==> config.mk <==
export PLATFORM = sky130hd
export DESIGN_NAME = tap_delay_ctrl
export DESIGN_NICKNAME = d
export VERILOG_FILES = /design/src/rtl/tdc_pkg.sv /design/src/rtl/tdc_ready_gen.sv /design/src/rtl/tdc_tap_ctrl.sv /design/src/rtl/tdc_delay_line.sv /design/src/rtl/tap_delay_ctrl.sv
export SDC_FILE = /design/constraint.sdc
export NUM_CORES = 1
export LEC_CHECK = 0
export CORE_MARGIN = 3
export CORE_UTILIZATION = 29
export DETAILED_ROUTE_END_ITERATION = 16
export GPL_TIMING_DRIVEN = 0
export SYNTH_ARGS = -nofsm -noshare
export SYNTH_HDL_FRONTEND = slang
export SYNTH_SLANG_ARGS = --single-unit
==> constraint.sdc <==
create_clock -name clk -period 2.7 [get_ports clk]
set_input_delay 0.405 -clock clk [delete_from_list [all_inputs] [get_ports clk]]
set_output_delay 0.405 -clock clk [all_outputs]
set_load 0.05 [all_outputs]
==> src/rtl/tdc_pkg.sv <==
package tdc_pkg;
  localparam int TDC_TAPS  = 32;
  localparam int TDC_TAP_W = $clog2(TDC_TAPS);

  typedef logic [TDC_TAP_W-1:0] tap_t;

  typedef enum logic [1:0] {
    MODE_FIXED  = 2'd0,
    MODE_STEP   = 2'd1,
    MODE_LOAD   = 2'd2,
    MODE_STAGED = 2'd3
  } tdc_mode_e;

  // One step along the tap range, wrapping at both ends.
  function automatic tap_t step_tap(tap_t cur, logic up);
    if (up) return (cur == tap_t'(TDC_TAPS - 1)) ? '0 : cur + tap_t'(1);
    else    return (cur == '0) ? tap_t'(TDC_TAPS - 1) : cur - tap_t'(1);
  endfunction

  // Edges from input sample to output for a given tap.
  function automatic int delay_cycles(tap_t t);
    return int'(t) + 1;
  endfunction
endpackage

==> src/rtl/tdc_ready_gen.sv <==
module tdc_ready_gen #(
  parameter int READY_DLY = 16
) (
  input  logic clk,
  input  logic rst_n,
  output logic ready
);
  localparam int CW = $clog2(READY_DLY + 1);

  logic [CW-1:0] cnt_q;

  always_ff @(posedge clk or negedge rst_n) begin
    if (!rst_n)                      cnt_q <= '0;
    else if (cnt_q != CW'(READY_DLY)) cnt_q <= cnt_q + 1'b1;
  end

  assign ready = (cnt_q == CW'(READY_DLY));
endmodule

==> src/rtl/tdc_tap_ctrl.sv <==
module tdc_tap_ctrl
  import tdc_pkg::*;
#(
  parameter int INIT_TAP = 0
) (
  input  logic      clk,
  input  logic      rst_n,
  input  logic      ready,
  input  tdc_mode_e mode,
  input  logic      step_en,
  input  logic      step_up,
  input  logic      load_stb,
  input  tap_t      load_val,
  input  logic      commit_stb,
  output tap_t      tap_q,
  output logic      step_evt,
  output logic      load_evt,
  output logic      commit_evt
);
  tap_t stage_q;
  logic stage_wr;
  logic fixed_evt;

  always_comb begin
    fixed_evt  = ready && (mode == MODE_FIXED);
    load_evt   = ready && load_stb && (mode == MODE_LOAD);
    commit_evt = ready && commit_stb && (mode == MODE_STAGED);
    stage_wr   = ready && load_stb && (mode == MODE_STAGED);
    step_evt   = ready && step_en && (mode != MODE_FIXED) && !load_evt && !commit_evt;
  end

  always_ff @(posedge clk or negedge rst_n) begin
    if (!rst_n) begin
      tap_q   <= tap_t'(INIT_TAP);
      stage_q <= tap_t'(INIT_TAP);
    end else begin
      if (fixed_evt)       tap_q <= tap_t'(INIT_TAP);
      else if (load_evt)   tap_q <= load_val;
      else if (commit_evt) tap_q <= stage_q;
      else if (step_evt)   tap_q <= step_tap(tap_q, step_up);
      if (stage_wr)        stage_q <= load_val;
    end
  end
endmodule

==> src/rtl/tdc_delay_line.sv <==
module tdc_delay_line
  import tdc_pkg::*;
(
  input  logic clk,
  input  logic rst_n,
  input  logic din,
  input  tap_t tap,
  output logic dout
);
  logic sr_q [TDC_TAPS];

  for (genvar g = 0; g < TDC_TAPS; g++) begin : g_stage
    if (g == 0) begin : g_head
      always_ff @(posedge clk or negedge rst_n) begin
        if (!rst_n) sr_q[g] <= 1'b0;
        else        sr_q[g] <= din;
      end
    end else begin : g_body
      always_ff @(posedge clk or negedge rst_n) begin
        if (!rst_n) sr_q[g] <= 1'b0;
        else        sr_q[g] <= sr_q[g-1];
      end
    end
  end

  assign dout = sr_q[tap];
endmodule

==> src/rtl/tap_delay_ctrl.sv <==
module tap_delay_ctrl
  import tdc_pkg::*;
#(
  parameter int INIT_TAP  = 0,
  parameter int READY_DLY = 16
) (
  input  logic                 clk,
  input  logic                 rst_n,
  input  logic [1:0]           mode_sel,
  input  logic                 step_en,
  input  logic                 step_up,
  input  logic                 load_stb,
  input  logic [TDC_TAP_W-1:0] load_val,
  input  logic                 commit_stb,
  input  logic                 din,
  output logic                 dout,
  output logic [TDC_TAP_W-1:0] tap_cnt,
  output logic                 ready
);
  tdc_mode_e mode_e;
  tap_t      tap_w;
  logic      step_evt;
  logic      load_evt;
  logic      commit_evt;

  assign mode_e = tdc_mode_e'(mode_sel);

  tdc_ready_gen #(.READY_DLY(READY_DLY)) u_ready (
    .clk   (clk),
    .rst_n (rst_n),
    .ready (ready)
  );

  tdc_tap_ctrl #(.INIT_TAP(INIT_TAP)) u_ctrl (
    .clk        (clk),
    .rst_n      (rst_n),
    .ready      (ready),
    .mode       (mode_e),
    .step_en    (step_en),
    .step_up    (step_up),
    .load_stb   (load_stb),
    .load_val   (load_val),
    .commit_stb (commit_stb),
    .tap_q      (tap_w),
    .step_evt   (step_evt),
    .load_evt   (load_evt),
    .commit_evt (commit_evt)
  );

  tdc_delay_line u_line (
    .clk   (clk),
    .rst_n (rst_n),
    .din   (din),
    .tap   (tap_w),
    .dout  (dout)
  );

  assign tap_cnt = tap_w;
endmodule

# == After elaboration in Yosys (flattened, before gate mapping) ==
# Index checks and enable logic that the tools add are counted.
# totals
regBits,47
output_inout_bits,7
elab_cells,71
# classes
add_sub_neg,3
n_lt_le_gt_ge,1
n_eq_ne,5
muxes,10
bitwise,1
reduce_logical,16
# ops
operator,n
5-bit two-way mux,7
"5-bit by 1-bit adder with 5-bit output, second input constant",2
"5-bit == test, second input constant",2
1-bit logical AND,10
"6-bit greater-or-equal comparator, second input constant",1
5-bit NOT with 6-bit output,1
1-bit binary-select mux with 5-bit select,1
5-bit logical NOT,1
"5-bit inequality test, second input constant",1
"5-bit by 1-bit subtractor with 5-bit output, second input constant",1
"2-bit == test, second input constant",2
4-bit nonzero test,1
1-bit logical NOT,2
2-bit logical NOT,1
1-bit two-way mux,2
2-bit nonzero test,1

# == Depth between registers and ports, before layout ==
# Gate-level depths: netlist of the first run.
# depth
word_depth,10
ltp_mapped,8
ltp_nobuf,7

# == Cells and area by module ==
# From an unflattened synthesis of the first run, not the netlist that was laid out.
# hier_totals
hier_cells,181
area_unflattened_um2,2194.6
# modules_own_cells
module,n_inst,cells_per_inst,area_each_um2
tdc_delay_line,1,73,1126.1
tdc_tap_ctrl,1,88,815.8
tdc_ready_gen,1,20,252.7

# == Worst setup path before layout of the first run ==
# No wires, ideal clock.
# synth_timing
kind,reg2out
start,register u_ctrl.tap_q[1]
end,output dout
arrival_ns,2.252
setup_slack_ns,0.043
stages_incl_launch_ff,7
n_path_buf,2
cell_sequence,dfrtp_1 buf_6 buf_6 mux4_2 mux2_2 nand2_1 a32oi_1
# synth_between
elab_chain_len,4
# synth_rtl
item,line,source
"start, declared",tdc_tap_ctrl.sv:15,"output tap_t tap_q,"
"start signal, assigned",tdc_tap_ctrl.sv:34,tap_q <= tap_t'(INIT_TAP);
"start signal, assigned",tdc_tap_ctrl.sv:37,if (fixed_evt) tap_q <= tap_t'(INIT_TAP);
"start signal, assigned",tdc_tap_ctrl.sv:38,else if (load_evt) tap_q <= load_val;
5-bit NOT with 6-bit output (implied by the code),tdc_delay_line.sv:26,assign dout = sr_q[tap];
1-bit binary-select mux with 5-bit select,tdc_delay_line.sv:26,
1-bit two-way mux (implied by the code) (2 in series),tdc_delay_line.sv:26,
"end, declared",tap_delay_ctrl.sv:16,"output logic dout,"
# No other way between the ends. The select of a mux whose other input is x is not followed.

# == Final worst setup path of the first run ==
# Same ends and word-level chain as after synthesis.

==> results of run 1 <==
## through the flow
step                      total power, mW  setup TNS (ns)  hold WS (ns)  util, %  instances
after floorplan                     1.172               0        0.1094        -        169
after global placement              1.328          -1.882        0.3503    35.25        284
after detailed placement            1.334         -0.1313        0.3246    35.47        285
after CTS                           1.776               0      0.001122    36.81        293
after global routing                1.881               0       0.01005    37.15        295
final                               1.771               0     -0.007231    37.15        295
## worst paths after layout
| kind | endpoint | slack, ns | from |
|---|---|---|---|
| worst min register to register | u_line.sr_q[8] | 0.38 | u_line.sr_q[9] |
| min in group clk | u_line.sr_q[8] | 0.38 | u_line.sr_q[9] |
| worst max register to register | u_ctrl.tap_q[4] | 0.40 | u_ctrl.tap_q[0] |
| max in group asynchronous | u_line.sr_q[15] | 2.23 | rst_n |
| worst min-delay path | u_ctrl.stage_q[3] | -0.007 | rst_n |
| worst max-delay path | dout | 0.10 | u_ctrl.tap_q[1] |
## timing repair
item	CTS	global route
endpoints found under the setup margin	1	2
buffers inserted	0	2
gates resized for setup	6	4
endpoints found under the hold margin	0	0
## layer usage
metal	wire, um	vias to the layer above	global-route usage, %
li1	-	685	-
met1	2168	719	16.15
met2	1927	21	16.85
met3	186	4	3.117
met4	54	0	4.455
met5	0	-	0
## state kept, by name, indices dropped and copies added, names as in the netlist
| register | flops |
|---|---|
| u_ctrl.stage_q | 5 |
| u_ctrl.tap_q | 5 |
| u_line.sr_q | 32 |
| u_ready.cnt_q | 5 |
## cells by family after synthesis
| family | share of synthesized area (%) |
|---|---|
| mux | 14.31 |
| compound gates | 11.11 |
| buf+inv | 4.595 |
| fa+ha+maj | 2.909 |
| xor+xnor | 2.036 |
| flops | 54.68 |
| simple gates | 10.36 |
## power groups by stage
stage	clock network, mW	registers [mW]	logic (mW)
after floorplan	0	0.856	0.316
after global placement	0	0.811	0.518
after detailed placement	0	0.813	0.522
after CTS	0.460	0.800	0.516
after global routing	0.491	0.806	0.584
final	0.442	0.797	0.532
## layout by cell type, fill, tap and decap left out, types with 2 or more instances in the layout
| cell | n |
|---|---|
| dfrtp_1 | 47 |
| clkdlybuf4s50_1 | 16 |
| inv_1 | 8 |
| mux2_2 | 8 |
| nand2_1 | 7 |
| o21ai_0 | 7 |
| nor2_1 | 7 |
| mux4_2 | 6 |
| clkbuf_8 | 6 |
| clkbuf_1 | 5 |
| buf_2 | 5 |
| xnor2_1 | 5 |
| ha_1 | 5 |
| a21oi_1 | 4 |
| nor2b_1 | 4 |
| mux2i_1 | 3 |
| nor4_1 | 3 |
| nand3_1 | 3 |
| o22ai_1 | 3 |
| nand2b_1 | 3 |
| a32o_1 | 3 |
| buf_4 | 3 |
| and3_1 | 2 |
| nor4b_1 | 2 |
| mux4_1 | 2 |
| a22oi_1 | 2 |
| a22o_1 | 2 |
## cell type report
class / instances / area, um^2
Fill cell: 715 / 4388
Sequential cell: 47 / 1176
Multi-Input combinational cell: 101 / 875.8
Timing Repair Buffer: 22 / 220.2
Tap cell: 96 / 120.1
Clock buffer: 6 / 82.58
Buffer: 11 / 65.06
Inverter: 10 / 37.54
Clock inverter: 2 / 16.27
## critical path, delay by kind of cell (launching register included)
family / cells / cell delay, ns
AO/OA/AOI/OAI: 1 / 0.05
buffers and inverters: 3 / 0.43
flip-flops: 1 / 0.39
multiplexers: 2 / 1.03
==> results.ini, run 1 <==
[worst_setup_path]
cp.arrival_ns = 2.19
cp-end-kind = primary output
worst_ep_required_time_ns = 2.30
critical-path-max-stage-delay_ns = 0.56
crit_path_max_fanout = 6
cp_slowest_cell = mux4_1
critical_path_class = reg2out
worstRegToRegCells = 7
cp-start-kind = register
path_cells = buf_6 -> mux4_1 -> mux4_2 -> clkinv_1 -> a32oi_1 -> buf_4

[clock_network]
cts_buffers = 5
tritoncts = built
cts_root_buffer = clkbuf_8
clkSinkCount = 47
htree_levels = 2
cts_max_path_buffers = 2
clkSlewWorstSetupHoldPaths_ns = 0.08
insertion_delay_ns = 0.29
hold_buffers = 0

[power_and_ir_drop]
leakage_nw = 1.056
combinationalPowerShare_pct = 30.0
irDropWorstVdd_mv = 0.2176
pwr-share-clk_pct = 24.9
power_frac_seq_pct = 45.0
p_switching_mw = 0.5547
p_per_area_nw_per_um2 = 682.9
swShare_pct = 31.31
internal_power_mw = 1.217

[finish]
syn2layout_area_growth_pct = 20.59
num-nets-final = 217
finalInstanceArea_um2 = 2594
drive_above_1_share_pct = 17.59
antenna_cells_inserted = 0

[timing]
layout_worst_path_cycle_share_pct = 96.27
final.setup.worst_slack_ns = 0.1007
fmax_mhz = 384.7
hold_viol_final = 12
setup_violations = 0
rsz0062_at_grt = false
slew_viol_final = 0
tightest_slew_ns = 0.5616
clock_skew_ns = 0.003582
hold_ws_ns = -0.007231
relSlewSlack_pct = 62.17
fin_crit_ns = 2.599

[die]
die_width_um = 92.12
die_height_um = 92.12
core_um2 = 6982
die_area_um2 = 8486
row_count = 30
start_util_pct = 30.81
ios = 21

[synthesis]
synthDistinctLibCells = 47
synth-edff-count = 0
synth_area_leaders = dfrtp_1 (55%), mux4_2 (6.3%), mux2_2 (4.2%), ha_1 (2.9%), mux4_1 (2.4%)
async_reset_ff_share_pct = 100.0
yosysMostFrequentCell = dfrtp_1
synth_cells = 169
ys_seq_area_share_pct = 54.68
yosysTopAreaCell = dfrtp_1
netlist.area_leader.share_pct = 54.68
syn_area_um2 = 2151
syn_avg_cell_area_um2 = 12.73
ys_top_cells_by_count = dfrtp_1 (47), inv_1 (8), mux2_2 (8)
ys_warn_count = 0
yosys_most_used_dff = dfrtp_1
ys_ff_latch = 47
synth_fp_nets = 188

[place]
io_buffers = 19
finalWeightedCongestion = 0.8301
dpl-instance-area_um2 = 2476
hpwl_um = 3183
preCtsSetupSlack_ns = -0.1313

[global_routing]
grt_pass1_vias = 1515
antenna_found_initial = 0
overflow = 0
grt_max_degree = 36
grtUsageTotal_pct = 11.51
grt_pass1_wl_um = 7645

[routing]
wl_per_cell_um = 14.70
drt_wl_total_um = 4337
ant_nets = 0
drt-pass1-iter-count = 4
num_vias = 1429
drtIter0Drc = 81
drc = 0
via_per_inst = 4.844

[job]
max_cap_violations = 0

[status]
violations = hold timing
run_status = finished with violations

[worst_hold_path]
min-delay-path-class = in2async

No activity file was read; power rests on OpenSTA's default activity.
==> run 2, diff against run 1 <==
--- a/config.mk
+++ b/config.mk
@@ -6,9 +6,11 @@
 export NUM_CORES = 1
 export LEC_CHECK = 0
 export CORE_MARGIN = 3
-export CORE_UTILIZATION = 29
+export CORE_UTILIZATION = 58
+export CTS_BUF_LIST = sky130_fd_sc_hd__clkbuf_8
 export DETAILED_ROUTE_END_ITERATION = 16
 export GPL_TIMING_DRIVEN = 0
+export PLACE_DENSITY = 0.81
 export SYNTH_ARGS = -nofsm -noshare
 export SYNTH_HDL_FRONTEND = slang
 export SYNTH_SLANG_ARGS = --single-unit
==> results.ini, run 2 (same netlist as run 1, synthesis figures left out) <==
[status]
run_status = finished clean

[job]
max_cap_violations = 0  ; unchanged

[routing]
drt-pass1-iter-count = 4  ; unchanged
drt_wl_total_um = 4447  ; +2.5%
num_vias = 1501  ; +5.0%
drc = 0  ; unchanged
wl_per_cell_um = 18.30  ; +24%
ant_nets = 0  ; unchanged
drtIter0Drc = 216  ; +170%
via_per_inst = 6.177  ; +28%

[worst_setup_path]
cp_slowest_cell = mux4_1
critical_path_class = reg2out
timing.rr.end = u_ctrl.tap_q[3]
r2r_start = u_ctrl.tap_q[0]
reg2reg_slack_ns = 0.37  ; -0.03 ns
cp-start-kind = register
cp-end-kind = primary output
path_depth = 6  ; unchanged
cp.arrival_ns = 2.19  ; about the same
worst_ep_required_time_ns = 2.30  ; about the same
crit_path_end = dout
cp_top_family = multiplexers
worstRegToRegCells = 7  ; unchanged
startpoint = u_ctrl.tap_q[1]
crit_path_max_fanout = 6  ; unchanged
cp_num_buf_inv = 3  ; unchanged
critical-path-max-stage-delay_ns = 0.56  ; about the same
path_cells = buf_6 -> mux4_1 -> mux4_2 -> clkinv_1 -> a32oi_1 -> buf_4

[place]
placedCellCount = 235  ; -18%
finalWeightedCongestion = 0.9168  ; +10%
io_buffers = 19  ; unchanged
hpwl_um = 3101  ; -2.6%

[finish]
syn2layout_area_growth_pct = 16.40
antenna_cells_inserted = 0  ; unchanged
drive_above_1_share_pct = 16.75  ; -0.84 points
utilization_pct = 72.74  ; +36 points
num-nets-final = 217  ; unchanged
layout.cells.non_filler = 243  ; -18%
final_cell_mix = dfrtp_1 (47), clkdlybuf4s50_1 (16), inv_1 (8), mux2_2 (8)
largest_reg_flops = 32  ; unchanged
top_register = u_line.sr_q
num-fill-cells = 239  ; -67%
layout_commonest_cell = dfrtp_1

[timing]
hold_viol_final = 0  ; -12
layout_worst_path_cycle_share_pct = 96.01  ; -0.26 points
rsz0062_at_grt = false
clock_skew_ns = 0.005935  ; +0.002353 ns
fmax_mhz = 385.8  ; +0.27%
relSlewSlack_pct = 56.46  ; -5.7 points
tightest_slew_ns = 0.6462  ; +0.08469 ns
fin_crit_ns = 2.592  ; -0.006958 ns
setup_violations = 0  ; unchanged
slew_viol_final = 0  ; unchanged

[clock_network]
cts_max_path_buffers = 2  ; unchanged
clkSinkCount = 47  ; unchanged
tritoncts = built
htree_levels = 2  ; unchanged
clkSlewWorstSetupHoldPaths_ns = 0.08  ; about the same
insertion_delay_ns = 0.29  ; about the same
cts_root_buffer = clkbuf_8
cts_buffers = 5  ; unchanged

[global_routing]
grt_max_degree = 46  ; +28%
grt_pass1_vias = 1466  ; -3.2%
grtUsageTotal_pct = 22.65  ; +11 points
antenna_found_initial = 0  ; unchanged
grt_pass1_wl_um = 7348  ; -3.9%
overflow = 0  ; unchanged

[die]
core_um2 = 3442  ; -51%
die_width_um = 66.90  ; -27%
start_util_pct = 62.49  ; +32 points
ios = 21  ; unchanged
die_height_um = 66.90  ; -27%
die_area_um2 = 4475  ; -47%
row_count = 21  ; -30%

[worst_hold_path]
min-delay-path-class = reg2reg
holdCritStartpoint = u_line.sr_q[13]

[power_and_ir_drop]
leakage_nw = 1.039  ; -1.6%
finalPower_mw = 1.715  ; -3.2%
irDropWorstVdd_mv = 0.4762  ; +120%
p_per_area_nw_per_um2 = 685.0  ; +0.30%

==> run 2: cell count changes in the layout (fill, tap and decap cells not counted), sizes merged <==
cell,before,now
buf,11,10
clkbuf,11,10
clkinv,2,1
dlygate4sd3,0,1
==> run 2: per-layer routing <==
metal | vias to the layer above | global-route usage [%] | part of all wire (%)
li1 | 680 | - | -
met1 | 752 | 28.91 | 42
met2 | 60 | 36.76 | 50
met3 | 9 | 6.071 | 6.1
met4 | 0 | 8.861 | 1.7
met5 | - | 0 | 0
==> run 2: power by group <==
group | total, mW | internal, mW | switching (mW)
sequential | 0.799 | 0.758 | 0.0410
combinational | 0.526 | 0.244 | 0.282
clock | 0.390 | 0.172 | 0.218
total | 1.72 | 1.17 | 0.541
==> run 2: per-stage QoR <==
step                      setup WS, ns  area [um^2]  TNS (ns)  hold slack [ns]
after CTS                      0.02263         2495         0           0.3709
after global routing           0.02307         2504         0           0.3936
after detailed placement       -0.1395         2414   -0.1395           0.2140
after global placement        -0.08348         2399  -0.08348           0.3508
final                           0.1077         2504         0           0.3771
after floorplan                0.04287         2151         0           0.1094
==> run 2: worst register-to-register path, delay by kind of cell (launching register included) <==
| family | cells | cell delay, ns |
|---|---|---|
| AO/OA/AOI/OAI | 3 | 0.84 |
| adder cells (fa/ha/maj) | 1 | 0.28 |
| buffers and inverters | 2 | 0.54 |
| flip-flops | 1 | 0.39 |
| AND/OR/NAND/NOR | 1 | 0.18 |
==> run 2: final cells by class <==
class	instances	area (um^2)	share of cell area (%)
plain buffers	11	61.31	2.449
clock buffers	5	68.82	2.749
clock inverters	1	7.507	0.2999
inverters	10	37.54	1.499
multi-input cells	101	872.1	34.83
flip-flops and latches	47	1176	46.98
well taps	46	57.56	2.299
repair buffers	22	222.7	8.896
==> run 2: how the worst min path moves through the flow <==
stage | to | slack (ns) | depth (start not counted)
after CTS | u_line.sr_q[2] | 0.37 | 0
after floorplan | u_ctrl.stage_q[0] | 0.11 | 0
final | u_line.sr_q[12] | 0.38 | 0
after detailed placement | u_ready.cnt_q[4] | 0.21 | 1
after global routing | u_line.sr_q[12] | 0.39 | 0
after global placement | u_line.sr_q[18] | 0.35 | 0
==> run 2: what timing repair did <==
action,CTS,global route
gates resized for setup,6,4
buffers inserted,0,1
endpoints found under the hold margin,2,0
endpoints found under the setup margin,1,2
hold buffers,1,0
==> run 3, diff against run 2 <==
--- a/config.mk
+++ b/config.mk
@@ -5,8 +5,9 @@
 export SDC_FILE = /design/constraint.sdc
 export NUM_CORES = 1
 export LEC_CHECK = 0
+export ABC_AREA = 1
 export CORE_MARGIN = 3
-export CORE_UTILIZATION = 58
+export CORE_UTILIZATION = 59
 export CTS_BUF_LIST = sky130_fd_sc_hd__clkbuf_8
 export DETAILED_ROUTE_END_ITERATION = 16
 export GPL_TIMING_DRIVEN = 0
==> results.ini, run 3 <==
[finish]
drive_above_1_share_pct = 10.56  ; -6.2 points
largest_reg_flops = 32  ; unchanged
num-nets-final = 340  ; +57%
utilization_pct = 72.96  ; +0.23 points
final_cell_mix = nand2_1 (92), dfrtp_1 (47), inv_1 (42)
syn2layout_area_growth_pct = 17.07
layout_commonest_cell = nand2_1
antenna_cells_inserted = 0  ; unchanged
layout.cells.non_filler = 370  ; +52%
num-fill-cells = 301  ; +26%
top_register = u_line.sr_q

[power_and_ir_drop]
swShare_pct = 36.84  ; +5.3 points
combinationalPowerShare_pct = 34.8  ; +4.1 points
leakage_nw = 1.451  ; +40%
power_frac_seq_pct = 39.2  ; -7.4 points
pwr-share-clk_pct = 26.0  ; +3.3 points
p_switching_mw = 0.7572  ; +40%
p_per_area_nw_per_um2 = 758.1  ; +11%
internal_power_mw = 1.298  ; +11%
irDropWorstVdd_mv = 0.4091  ; -14%

[clock_network]
clkSinkCount = 47  ; unchanged
tritoncts = built
cts_buffers = 5  ; unchanged
cts_max_path_buffers = 2  ; unchanged
clkSlewWorstSetupHoldPaths_ns = 0.09  ; about the same
insertion_delay_ns = 0.30  ; about the same
htree_levels = 2  ; unchanged
hold_buffers = 0  ; -1
cts_root_buffer = clkbuf_8
cts_setup_buffers = 0  ; unchanged
cts_resized = 1  ; -5

[synthesis]
synth-edff-count = 0  ; unchanged
synthDistinctLibCells = 26  ; -45%
syn_area_um2 = 2316  ; +7.7%
synth_area_leaders = dfrtp_1 (51%), nand2_1 (15%), nand3_1 (7.1%), inv_1 (6.8%), nor2_1 (4.9%)
async_reset_ff_share_pct = 100.0  ; unchanged
ys_ff_latch = 47  ; unchanged
ys_top_cells_by_count = nand2_1 (92), dfrtp_1 (47), inv_1 (42)
yosys_most_used_dff = dfrtp_1
ys_warn_count = 0  ; unchanged
yosysTopAreaCell = dfrtp_1
yosys.area_share.simple_pct = 31.82  ; +21 points
synth_fp_nets = 312  ; +66%
yosysMostFrequentCell = nand2_1
synth_xor_area_share_pct = 1.891  ; -0.15 points
synth_top_family_by_area = simple AND/OR/NAND/NOR gates
synth_cells = 293  ; +73%
synth_adder_area_share_pct = 2.701  ; -0.21 points
ys_seq_area_share_pct = 50.78  ; -3.9 points
yosys-mux-area-fraction_pct = 0  ; -14 points
syn_avg_cell_area_um2 = 7.904  ; -38%
netlist.area_leader.share_pct = 50.78  ; -3.9 points
synth_compound_area_share_pct = 3.404  ; -7.7 points

[place]
preCtsSetupSlack_ns = 0.1179  ; +0.2574 ns
placedCellCount = 362  ; +54%
finalWeightedCongestion = 0.9151  ; -0.19%
io_buffers = 20  ; +1
hpwl_um = 3269  ; +5.4%

[status]
run_status = finished clean

[die]
ios = 21  ; unchanged
die_height_um = 68.65  ; +2.6%
die_width_um = 68.65  ; +2.6%
start_util_pct = 62.32  ; -0.16 points
die_area_um2 = 4713  ; +5.3%
core_um2 = 3716  ; +8.0%
row_count = 22  ; +4.8%

[global_routing]
grtUsageTotal_pct = 23.40  ; +0.75 points
antenna_found_initial = 0  ; unchanged
grt_pass1_vias = 1877  ; +28%
grt_max_degree = 26  ; -43%
grt_pass1_wl_um = 8190  ; +11%
overflow = 0  ; unchanged

[worst_setup_path]
cp_slowest_cell = clkdlybuf4s50_1
critical-path-max-stage-delay_ns = 0.83  ; +0.27 ns
cp-start-kind = register
crit_path_max_fanout = 8  ; +2
reg2reg_slack_ns = 0.88  ; +0.51 ns
path_cells = inv_1 -> ha_1 -> nand2_2 -> nor2_8 -> clkdlybuf4s50_1
worst_ep_required_time_ns = 2.30  ; about the same
worstRegToRegCells = 10  ; +3
cp.arrival_ns = 2.08  ; -0.11 ns
timing.rr.end = u_ctrl.tap_q[2]
r2r_start = u_ctrl.tap_q[0]
critical_path_class = reg2out
cp-end-kind = primary output

[routing]
drt-pass1-iter-count = 4  ; unchanged
drtIter0Drc = 155  ; -28%
drt_wl_total_um = 4748  ; +6.8%
num_vias = 1862  ; +24%
drc = 0  ; unchanged
wl_per_cell_um = 12.83  ; -30%
via_per_inst = 5.032  ; -19%
ant_nets = 0  ; unchanged

[timing]
hold_viol_final = 0  ; unchanged
setup_violations = 0  ; unchanged
final.setup.worst_slack_ns = 0.2134  ; +0.1058 ns
setup_tns_ns = 0  ; unchanged
layout_worst_path_cycle_share_pct = 92.10  ; -3.9 points
relSlewSlack_pct = 63.42  ; +7.0 points
rsz0062_at_grt = false
fin_crit_ns = 2.487  ; -0.1058 ns
fmax_mhz = 402.2  ; +4.3%
clock_skew_ns = 0.004897  ; -0.001037 ns
tightest_slew_ns = 0.5487  ; -0.09751 ns
slew_viol_final = 0  ; unchanged
hold_ws_ns = 0.08099  ; -0.2961 ns

[job]
max_cap_violations = 0  ; unchanged

[worst_hold_path]
min-delay-path-class = in2async

==> run 3: cell count changes in the layout (fill, tap and decap cells not counted), sizes merged, moves of 8 or more <==
cell   before  now
inv         9   46
mux2        8    0
mux4        8    0
nand2       7   97
nand3       3   34
nor2        7   32
==> run 3: how the worst max path moves through the flow <==
stage,slack (ns),start,end
final,0.21,u_ready.cnt_q[0],ready
after global routing,0.13,u_ready.cnt_q[0],ready
after CTS,0.07,u_ctrl.tap_q[0],dout
after detailed placement,0.12,u_ctrl.tap_q[0],dout
after global placement,0.05,rst_n,u_ctrl.stage_q[2]
after floorplan,0.25,u_ctrl.tap_q[1],dout
==> run 3: cell families after synthesis <==
family,Yosys count
AO/OA/AOI/OAI,13
XOR/XNOR,5
adder cells (fa/ha/maj),5
buffers and inverters,54
flip-flops,47
AND/OR/NAND/NOR,169
==> run 3: layout make-up <==
type / instances / area, um^2 / share of cell area, %
Sequential cell: 47 / 1176 / 43.38
Multi-Input combinational cell: 192 / 922.1 / 34.01
Timing Repair Buffer: 21 / 217.7 / 8.030
Inverter: 47 / 176.4 / 6.507
Clock buffer: 6 / 82.58 / 3.046
Tap cell: 48 / 60.06 / 2.215
Buffer: 7 / 41.29 / 1.523
Clock inverter: 2 / 35.03 / 1.292
==> run 3: per-stage QoR <==
stage	power (mW)	instance area, um^2
6_report	2.055	2711
3_5_place_dp	1.526	2599
3_3_place_gp	1.511	2576
5_1_grt	2.186	2711
2_1_floorplan	1.314	2316
4_1_cts	2.052	2715
==> run 3: power groups by stage <==
stage,Sequential (mW),Clock (mW),Combinational [mW]
3_5_place_dp,0.818,0,0.708
2_1_floorplan,0.884,0,0.429
4_1_cts,0.805,0.535,0.712
6_report,0.805,0.535,0.715
3_3_place_gp,0.817,0,0.694
5_1_grt,0.813,0.580,0.794
==> run 3: layer usage <==
metal	share of wire, %	track usage (%)	routed length [um]	vias up
li1	-	-	-	947
met1	44	28.39	2110	863
met2	50	41.00	2380	47
met3	4.5	6.969	215	5
met4	0.88	4.715	42	0
met5	0	0	0	-
==> run 3: critical path: cells and delay by family (launching register included) <==
family / cells / cell delay (ns)
buffers and inverters: 2 / 0.90
flip-flops: 1 / 0.43
adder cells (fa/ha/maj): 1 / 0.16
AND/OR/NAND/NOR: 2 / 0.29
